[src/rtl/i2c_mem_pkg.sv]
package i2c_mem_pkg;

    typedef enum logic [2:0] {
        ST_IDLE,
        ST_DEV,
        ST_WORD,
        ST_WDATA,
        ST_RDATA
    } slv_st_e;

    // Events derived from the synchronized bus wires, valid for one clk cycle.
    typedef struct packed {
        logic start;
        logic stop;
        logic rise;
        logic fall;
        logic sda;
        logic scl;
    } bus_ev_t;

endpackage

[src/rtl/i2c_bus_cond.sv]
module i2c_bus_cond #(
    parameter int STAGES = 2
) (
    input  logic                 clk,
    input  logic                 rst_n,
    input  logic                 scl_i,
    input  logic                 sda_i,
    output i2c_mem_pkg::bus_ev_t ev
);
    localparam int LAST = STAGES - 1;

    logic [STAGES-1:0] scl_sh_d, scl_sh_q, sda_sh_d, sda_sh_q;
    logic              scl_p_q, sda_p_q;
    logic              scl_s, sda_s;

    generate
        if (STAGES > 1) begin : g_chain
            always_comb begin
                scl_sh_d = {scl_sh_q[STAGES-2:0], scl_i};
                sda_sh_d = {sda_sh_q[STAGES-2:0], sda_i};
            end
        end else begin : g_single
            always_comb begin
                scl_sh_d = scl_i;
                sda_sh_d = sda_i;
            end
        end
    endgenerate

    // Reset to the idle bus level so no condition is seen coming out of reset.
    always_ff @(posedge clk or negedge rst_n) begin
        if (!rst_n) begin
            scl_sh_q <= '1;
            sda_sh_q <= '1;
            scl_p_q  <= 1'b1;
            sda_p_q  <= 1'b1;
        end else begin
            scl_sh_q <= scl_sh_d;
            sda_sh_q <= sda_sh_d;
            scl_p_q  <= scl_sh_q[LAST];
            sda_p_q  <= sda_sh_q[LAST];
        end
    end

    assign scl_s = scl_sh_q[LAST];
    assign sda_s = sda_sh_q[LAST];

    always_comb begin
        ev.start = scl_s & scl_p_q & sda_p_q & ~sda_s;
        ev.stop  = scl_s & scl_p_q & ~sda_p_q & sda_s;
        ev.rise  = scl_s & ~scl_p_q;
        ev.fall  = ~scl_s & scl_p_q;
        ev.sda   = sda_s;
        ev.scl   = scl_s;
    end

endmodule

[src/rtl/i2c_mem_array.sv]
module i2c_mem_array #(
    parameter int ADDR_W = 8,
    parameter int DATA_W = 8
) (
    input  logic              clk,
    input  logic              rst_n,
    input  logic              we,
    input  logic [ADDR_W-1:0] waddr,
    input  logic [DATA_W-1:0] wdata,
    input  logic [ADDR_W-1:0] raddr,
    output logic [DATA_W-1:0] rdata
);
    localparam int DEPTH = 1 << ADDR_W;

    logic [DATA_W-1:0] mem_q [DEPTH];

    always_ff @(posedge clk or negedge rst_n) begin
        if (!rst_n) begin
            for (int i = 0; i < DEPTH; i++) mem_q[i] <= '0;
        end else if (we) begin
            mem_q[waddr] <= wdata;
        end
    end

    assign rdata = mem_q[raddr];

    // an accepted byte is present at its location one cycle later
    p_write_lands_r3: assert property (@(posedge clk) disable iff (!rst_n)
        we |=> (mem_q[$past(waddr)] == $past(wdata)));

endmodule

[src/rtl/i2c_mem_slave.sv]
module i2c_mem_slave #(
    parameter logic [6:0] DEV_ADDR    = 7'h50,
    parameter int         ADDR_W      = 8,
    parameter int         NORM_LIM    = 7,
    parameter int         PAGE_LIM    = 8,
    parameter int         SYNC_STAGES = 2
) (
    input  logic clk,
    input  logic rst_n,
    input  logic scl_i,
    input  logic sda_i,
    input  logic page_mode_i,
    output logic sda_oe_o
);
    import i2c_mem_pkg::*;

    localparam int DATA_W  = 8;
    localparam int FRAME   = DATA_W + 1;
    localparam int BW      = $clog2(FRAME + 1);
    localparam int MAX_LIM = (NORM_LIM > PAGE_LIM) ? NORM_LIM : PAGE_LIM;
    localparam int CW      = $clog2(MAX_LIM + 1);
    localparam logic [CW-1:0] NORM_C = CW'(NORM_LIM);
    localparam logic [CW-1:0] PAGE_C = CW'(PAGE_LIM);
    localparam logic [BW-1:0] BYTE_DONE = BW'(DATA_W);
    localparam logic [BW-1:0] ACK_DONE  = BW'(FRAME);

    typedef struct packed {
        slv_st_e            st;
        logic [BW-1:0]      bcnt;
        logic [DATA_W-1:0]  sreg;
        logic [DATA_W-1:0]  txb;
        logic [ADDR_W-1:0]  ptr;
        logic [CW-1:0]      wcnt;
        logic               page;
        logic               acked;
        logic               mack;
        logic               oe;
    } ctl_t;

    ctl_t              c_d, c_q;
    bus_ev_t           ev;
    logic              we;
    logic [DATA_W-1:0] rdata;
    logic [CW-1:0]     lim;

    i2c_bus_cond #(.STAGES(SYNC_STAGES)) u_cond (
        .clk   (clk),
        .rst_n (rst_n),
        .scl_i (scl_i),
        .sda_i (sda_i),
        .ev    (ev)
    );

    i2c_mem_array #(.ADDR_W(ADDR_W), .DATA_W(DATA_W)) u_mem (
        .clk   (clk),
        .rst_n (rst_n),
        .we    (we),
        .waddr (c_q.ptr),
        .wdata (c_q.sreg),
        .raddr (c_q.ptr),
        .rdata (rdata)
    );

    assign lim = c_q.page ? PAGE_C : NORM_C;

    always_comb begin
        c_d = c_q;
        we  = 1'b0;
        if (ev.start) begin
            c_d.st   = ST_DEV;
            c_d.bcnt = '0;
            c_d.oe   = 1'b0;
            c_d.wcnt = '0;
            c_d.page = page_mode_i;
        end else if (ev.stop) begin
            c_d.st   = ST_IDLE;
            c_d.bcnt = '0;
            c_d.oe   = 1'b0;
        end else if (c_q.st != ST_IDLE) begin
            // Rising clock: take a data bit, or the controller's ACK bit.
            if (ev.rise && c_q.bcnt < ACK_DONE) begin
                c_d.bcnt = c_q.bcnt + 1'b1;
                if (c_q.bcnt < BYTE_DONE) c_d.sreg = {c_q.sreg[DATA_W-2:0], ev.sda};
                else                      c_d.mack = ~ev.sda;
            end
            // Falling clock: the only moment the wire drive is updated.
            if (ev.fall) begin
                if (c_q.st == ST_RDATA) begin
                    if (c_q.bcnt == BYTE_DONE) begin
                        c_d.oe = 1'b0;
                    end else if (c_q.bcnt == ACK_DONE) begin
                        if (c_q.mack) begin
                            c_d.txb  = rdata;
                            c_d.ptr  = c_q.ptr + 1'b1;
                            c_d.oe   = ~rdata[DATA_W-1];
                            c_d.bcnt = '0;
                        end else begin
                            c_d.st = ST_IDLE;
                            c_d.oe = 1'b0;
                        end
                    end else if (c_q.bcnt != '0) begin
                        c_d.oe = ~c_q.txb[3'd7 - c_q.bcnt[2:0]];
                    end
                end else if (c_q.bcnt == BYTE_DONE) begin
                    c_d.acked = 1'b0;
                    unique case (c_q.st)
                        ST_DEV:  c_d.acked = (c_q.sreg[DATA_W-1:1] == DEV_ADDR);
                        ST_WORD: begin
                            c_d.acked = 1'b1;
                            c_d.ptr   = c_q.sreg[ADDR_W-1:0];
                        end
                        ST_WDATA: if (c_q.wcnt < lim) begin
                            c_d.acked = 1'b1;
                            we        = 1'b1;
                            c_d.ptr   = c_q.ptr + 1'b1;
                            c_d.wcnt  = c_q.wcnt + 1'b1;
                        end
                        default: c_d.acked = 1'b0;
                    endcase
                    c_d.oe = c_d.acked;
                end else if (c_q.bcnt == ACK_DONE) begin
                    c_d.oe   = 1'b0;
                    c_d.bcnt = '0;
                    unique case (c_q.st)
                        ST_DEV: begin
                            if (!c_q.acked) begin
                                c_d.st = ST_IDLE;
                            end else if (c_q.sreg[0]) begin
                                c_d.st  = ST_RDATA;
                                c_d.txb = rdata;
                                c_d.ptr = c_q.ptr + 1'b1;
                                c_d.oe  = ~rdata[DATA_W-1];
                            end else begin
                                c_d.st = ST_WORD;
                            end
                        end
                        ST_WORD:  c_d.st = ST_WDATA;
                        default:  c_d.st = c_q.st;
                    endcase
                end
            end
        end
    end

    always_ff @(posedge clk or negedge rst_n) begin
        if (!rst_n) begin
            c_q      <= '0;
            c_q.st   <= ST_IDLE;
        end else begin
            c_q <= c_d;
        end
    end

    assign sda_oe_o = c_q.oe;

    // no drive while no addressed transaction is open
    p_idle_release_r1: assert property (@(posedge clk) disable iff (!rst_n)
        (c_q.st == ST_IDLE) |-> !sda_oe_o);

    // the drive may only be asserted from a clock-low sample
    p_drive_scl_low_r9: assert property (@(posedge clk) disable iff (!rst_n)
        $rose(sda_oe_o) |-> !$past(ev.scl));

    // the accepted-byte count never passes the cap chosen at START
    p_wcnt_cap_r4: assert property (@(posedge clk) disable iff (!rst_n)
        c_q.wcnt <= lim);

    // a START restarts framing and expects a target byte
    p_start_resets_r8: assert property (@(posedge clk) disable iff (!rst_n)
        ev.start |=> (c_q.bcnt == '0 && c_q.st == ST_DEV && c_q.wcnt == '0));

    // bit counter stays inside one nine-clock frame
    p_bcnt_range_r8: assert property (@(posedge clk) disable iff (!rst_n)
        c_q.bcnt <= ACK_DONE);

endmodule

[config.mk]
export PLATFORM = sky130hd
export DESIGN_NAME = i2c_mem_slave
export DESIGN_NICKNAME = d
export VERILOG_FILES = /design/src/rtl/i2c_mem_pkg.sv /design/src/rtl/i2c_bus_cond.sv /design/src/rtl/i2c_mem_array.sv /design/src/rtl/i2c_mem_slave.sv
export SDC_FILE = /design/constraint.sdc
export NUM_CORES = 2
export LEC_CHECK = 0
export BUFFER_PORTS_ARGS = -buffer_cell sky130_fd_sc_hd__buf_2
export CORE_UTILIZATION = 50
export DETAILED_ROUTE_END_ITERATION = 10
export PLACE_DENSITY = 0.68
export SYNTH_ARGS = -nofsm -noshare
export SYNTH_HDL_FRONTEND = slang
export SYNTH_SLANG_ARGS = --single-unit
[constraint.sdc]
create_clock -name clk -period 4.3 [get_ports clk]
set_input_delay 0.86 -clock clk [delete_from_list [all_inputs] [get_ports clk]]
set_output_delay 0.86 -clock clk [all_outputs]
set_load 0.03 [all_outputs]
### Word-level counts from Yosys, hierarchy flattened

Index checks and enable logic that the tools add are counted.

* add/subtract/negate cells: 4
* magnitude comparators: 6
* equality and inequality tests: 16
* mux-type cells: 66
* bitwise operators: 19
* reduce and logical (&&, ||, !) cells: 30

Operators by type and width (count)
* $bwmux 2048: 1
* $mux 16: 8
* $bmux 8 s8: 1
* $demux 8 s8: 1
* $mux 7: 8
* $mux 8: 6
* $mux 35: 1
* $mux 4: 7
* $mux 12: 2
* $mux 1: 23
* $reduce_bool 3->1: 7
* $mux 20: 1
* $reduce_bool 2->1: 9
* $pmux 8 s2: 1
* $reduce_bool 5->1: 3
* $reduce_and 13->1: 1
* $reduce_and 6->1: 2
* $not 1->1: 11
* $reduce_and 10->1: 1
* $reduce_and 5->1: 2
* $ge 9x9->1 const B: 1
* $lt 9x1->1 const B: 1
* $mux 3: 3
* $not 8->9: 1
* 24 further kinds: 39

* register bits: 2093
* bits of input ports: 5
* output and inout port bits: 1

### Longest topological paths before layout

* depth after elaboration: 15
* mapped depth: 13
* depth with buffers taken out: 9

### Hierarchy

Synthesis repeated with hierarchy kept, for this count alone.

* cells, all modules: 6306
* area, all modules: 95940.8 um2

Modules (own cells, without submodules)
* i2c_mem_array: instances 1, cells an instance 6065, area each 93385.8 um2, seq. area each 51249.2 um2
* i2c_mem_slave: instances 1, cells an instance 229, area each 2347.3 um2, seq. area each 975.9 um2
* i2c_bus_cond: instances 1, cells an instance 12, area each 207.7 um2, seq. area each 157.7 um2

### Worst setup path after synthesis

OpenSTA, ideal clock, no wires.

* kind: register to register
* from: register c_q[9] (netlist bit)
* to: register u_mem.mem_q[784] (netlist bit)
* data arrival time: 3.091 ns
* required time: 4.175 ns
* setup slack: 1.084 ns
* stages on the path, launching flop included: 14
* buffers on the path: 8
* clock period less this slack: 3.216 ns
* cell sequence: dfrtp_1 -> buf_6 -> buf_6 -> buf_2 -> buf_6 -> buf_2 -> buf_2 -> buf_2 -> inv_1 -> ha_1 -> nand4_2 -> buf_4 -> nor2_4 -> mux2_2

* cells in the longest elaborated chain, start to end: 6
* elaborated cells between the ends (all ways): 7

RTL lines
* start, declared: line i2c_mem_slave.sv:40 `ctl_t c_d, c_q;`
* $not 8->9 (implied by the code) *: line i2c_mem_array.sv:21 `mem_q[waddr] <= wdata;`
* $ge 9x9->1 (implied by the code) / $lt 9x1->1 (equally long branches): line i2c_mem_array.sv:21
* $logic_and 1x1->1 (implied by the code): line i2c_mem_array.sv:21
* $mux 8 (implied by the code): line i2c_mem_array.sv:21
* $demux 8 s8 *: line i2c_mem_array.sv:21
* $bwmux 2048 *: line i2c_mem_array.sv:21
* end signal, assigned by index: line i2c_mem_array.sv:21
* end, declared: line i2c_mem_array.sv:15 `logic [DATA_W-1:0] mem_q [DEPTH];`

Mark *: on every way between the ends. The rest lies on a longest branch, timed or not.
A chain may end at the register's enable or synchronous reset.

### Final worst setup path

* from: register c_q[8] (netlist bit)
* to: register c_q[19] (netlist bit)

* cells in the longest elaborated chain, start to end: 10
* elaborated cells between the ends (all ways): 13

RTL lines
* $not 8->9 (implied by the code) *: line i2c_mem_array.sv:25 `assign rdata = mem_q[raddr];`
* $bmux 8 s8 *: line i2c_mem_array.sv:25
* $mux 8 (implied by the code) * (2 in a row): line i2c_mem_array.sv:25
* $mux 16: line i2c_mem_slave.sv:128 `end else if (c_q.sreg[0]) begin`
* $mux 16: line i2c_mem_slave.sv:126 `if (!c_q.acked) begin`
* $mux 16: line i2c_mem_slave.sv:124 `unique case (c_q.st)`
* $mux 16: line i2c_mem_slave.sv:121 `end else if (c_q.bcnt == ACK_DONE) begin`
* $mux 8: line i2c_mem_slave.sv:104 `end else if (c_q.bcnt == BYTE_DONE) begin`
* $mux 16 *: line i2c_mem_slave.sv:88 `if (c_q.st == ST_RDATA) begin`

Mark *: on every way between the ends. The rest lies on a longest branch, timed or not. The select of a mux whose other input is x is not followed.

==> results.toml <==
[clocking]
post_cts_buffers = 0
cts_tree = "built"
insertion_delay_ns = 0.88
clk_path_buf_depth = 3
clkTransAtPathRegs_ns = 0.07
cts-root-buf = "clkbuf_16"
h-tree-depth = 4
cts.sinks = 2093
cts_buffers = 217

[status]
status = "completed"

[logic_synthesis]
synth_top_area_share_pct = 53.4
syn-num-nets = 5979
syn-instance-count = 5962
synth-seq-cells = 2093
yosysSeqAreaShare_pct = 53.5
post-synth-top-count-cell = "dfrtp_1"
synthTopCellsByCount = "dfrtp_1 (2,087), mux2_2 (1,795), mux4_2 (608)"
synth_edf_count = 0
yosysUniqueCellTypes = 73
synth_top_cell_by_area = "dfrtp_1"
synth.avg_cell_area_um2 = 16.4
synth-main-ff-cell = "dfrtp_1"
synthArstFlopShare_pct = 100
synth_warnings = 0
synth_top_cells_by_area = "dfrtp_1 (53%), mux2_2 (21%), mux4_2 (14%)"
synthesis.area_um2 = 97900

[global_route]
grt_pass1_wl_um = 389000
grt_overflow = 0
grt_pass1_vias = 56600
grt_usage_pct = 26.2
antenna_found_initial = 4
grt_max_degree = 202

[place]
dpl.hpwl_um = 162000
numPortBuffers = 5
gp_congestion = 0.877

[sta]
maxSlewHeadroom_pct = 13.3
final-hold-violation-count = 0
fmax_mhz = 263
rsz0062_at_grt = "false"
fin_worst_skew_ns = 0.0551
setup-tns-final_ns = 0
period_share_pct = 88.5
slew_viol_final = 0
period_minus_slack_ns = 3.80
whs_ns = 0.121
worstMarginPinSlew_ns = 1.28
finalSetupViolations = 0

[power]
leakage_nw = 52.0
p_total_mw = 42.6
p_seq_share_pct = 47.6
ir_drop_v = 0.000505
switching_power_mw = 11.4
switching_share_pct = 26.8
pwr-share-comb_pct = 7.6
power_density_nw_per_um2 = 392
clockPowerShare_pct = 44.8
p_int_mw = 31.2

[routing]
routed_via_density = 6.20
first_iter_violations = 4138
ant_nets = 0
route.vias.total = 54200
wl_um = 253000
detail_route.wl_per_cell_um = 29.0
drt_first_pass_iters = 5
route.detailed.drc = 0

[cells_and_area]
fillerInstances = 15200
multi_input_area_um2 = 43300
ff_latch_area_um2 = 52400
drive_above_1_share_pct = 53.3
areaGrowthSynthToFinish_pct = 11.0
nets = 5956

[die]
io_pins = 6
dieWidth_um = 444
die_h_um = 444
start_util_pct = 50.2
die-area_um2 = 198000
fp-row-count = 162
core_area_um2 = 195000

[setup_path]
worstSetupPathType = "flip-flop to flip-flop"
worstRegToRegCells = 8
arrival_ns = 4.57
critPathMaxFanout = 42
cp-start-kind = "flip-flop"
worstSetupEndpointType = "flip-flop"
cp_data_required_time_ns = 5.07

[job]
maxCapViolCount = 0

[worst_hold_path]
hold_path_class = "input port to flip-flop"
hold_depth = 1
==> routing by layer <==
layer	share of wire, %	vias up	GRT usage, %
met5	0.0055	-	0
met4	3.3	2	8.33
met3	5.1	376	3.98
met2	47	1383	40.4
met1	45	30100	38.6
li1	-	22300	-
==> per-stage QoR <==
step	utilization (%)	setup WS, ns	instance area, um2	instances
after detailed placement	52.0	0.553	101000	8343
after global placement	52.0	0.520	101000	8343
after CTS	55.8	0.527	109000	8736
final	55.8	0.497	109000	8737
after floorplan	-	1.08	97900	5962
after global routing	55.8	0.455	109000	8737
==> critical path, stage by stage, from the launching register on <==
cell and delay (ns):
dfrtp_4 0.71, buf_12 0.26, buf_12 0.30, mux4_2 0.59, mux4_2 0.63, nand3_1 0.27
nand3_1 0.28, a311o_1 0.37, o22a_1 0.18
==> layout by cell type (no fill, tap or decap), types with 10 or more instances in the layout <==
master | Yosys | final
mux4_2 | 608 | 608
buf_4 | 41 | 143
clkbuf_8 | 0 | 59
clkbuf_16 | 0 | 219
nor2_4 | 79 | 79
mux2i_1 | 60 | 60
a31oi_1 | 12 | 12
ha_1 | 12 | 12
nor2_1 | 38 | 38
inv_1 | 15 | 15
mux2_2 | 1795 | 1795
clkbuf_1 | 265 | 50
bufinv_16 | 0 | 10
nor3_1 | 15 | 14
nand3_4 | 12 | 12
buf_12 | 0 | 58
mux2_1 | 264 | 264
o21ai_0 | 19 | 19
nand2_2 | 10 | 11
nand4_1 | 11 | 11
o22ai_1 | 12 | 12
a21oi_1 | 31 | 31
nor2_8 | 81 | 81
clkinv_2 | 0 | 38
dfrtp_4 | 0 | 12
nor2b_1 | 21 | 20
nand2_1 | 79 | 78
nand3_1 | 25 | 25
dfrtp_1 | 2087 | 2075
a22oi_1 | 15 | 15
nor2_2 | 96 | 96
==> power groups by stage <==
stage | logic [mW] | registers [mW] | clock network [mW]
6_report | 3.26 | 20.2 | 19.1
5_1_grt | 3.51 | 20.3 | 20.2
4_1_cts | 3.25 | 20.2 | 19.4
3_5_place_dp | 3.24 | 20.6 | 0
3_3_place_gp | 3.17 | 20.6 | 0
2_1_floorplan | 1.97 | 20.1 | 0
==> sequential cells by signal, summed over array words and instances (netlist names) <==
| signal | count |
|---|---|
| c_q | 38 |
| u_cond.sda_p_q | 1 |
| u_cond.sda_sh_q | 2 |
| u_cond.scl_p_q | 1 |
| sda_oe_o | 1 |
| u_cond.scl_sh_q | 2 |
| u_mem.mem_q | 2048 |
==> layout make-up <==
cell class / instances / area share, %
sequential: 2093 / 48.3
multi-input combinational: 3403 / 39.9
clock inverter: 64 / 0.726
tap: 2624 / 3.02
antenna: 1 / 0.00230
clock buffer: 328 / 5.97
timing repair buffer: 206 / 2.09
inverter: 18 / 0.0691
==> final timing paths <==
| kind | from | endpoint | slack (ns) |
|---|---|---|---|
| setup reg to reg | c_q[8] | c_q[19] | 0.50 |
| setup / recovery | c_q[8] | c_q[19] | 0.50 |
| hold reg to reg | u_cond.sda_sh_q[0] | u_cond.sda_sh_q[1] | 0.36 |
| hold / removal | sda_i | u_cond.sda_sh_q[0] | 0.12 |
| max in group asynchronous | rst_n | u_mem.mem_q[155] | 2.41 |
| min in group asynchronous | rst_n | u_mem.mem_q[617] | 0.60 |
==> logic make-up (layout without fill, tap and decap cells) <==
family          count (synthesis)  in the layout  share of synthesized area [%]
simple gates                  510            510                           4.65
mux                          2727           2727                           38.3
fa+ha+maj                      12             12                          0.153
compound gates                151            151                           1.06
other cells                     0              1                              0
flops                        2093           2093                           53.5
xor+xnor                        3              3                         0.0268
buf+inv                       466            616                           2.30
==> timing repair <==
item | in CTS | in global routing
resized for setup | 0 | 0
hold buffers | 1 | 0
endpoints found under the hold margin | 47 | 0
No activity file was read; power rests on OpenSTA's default activity.
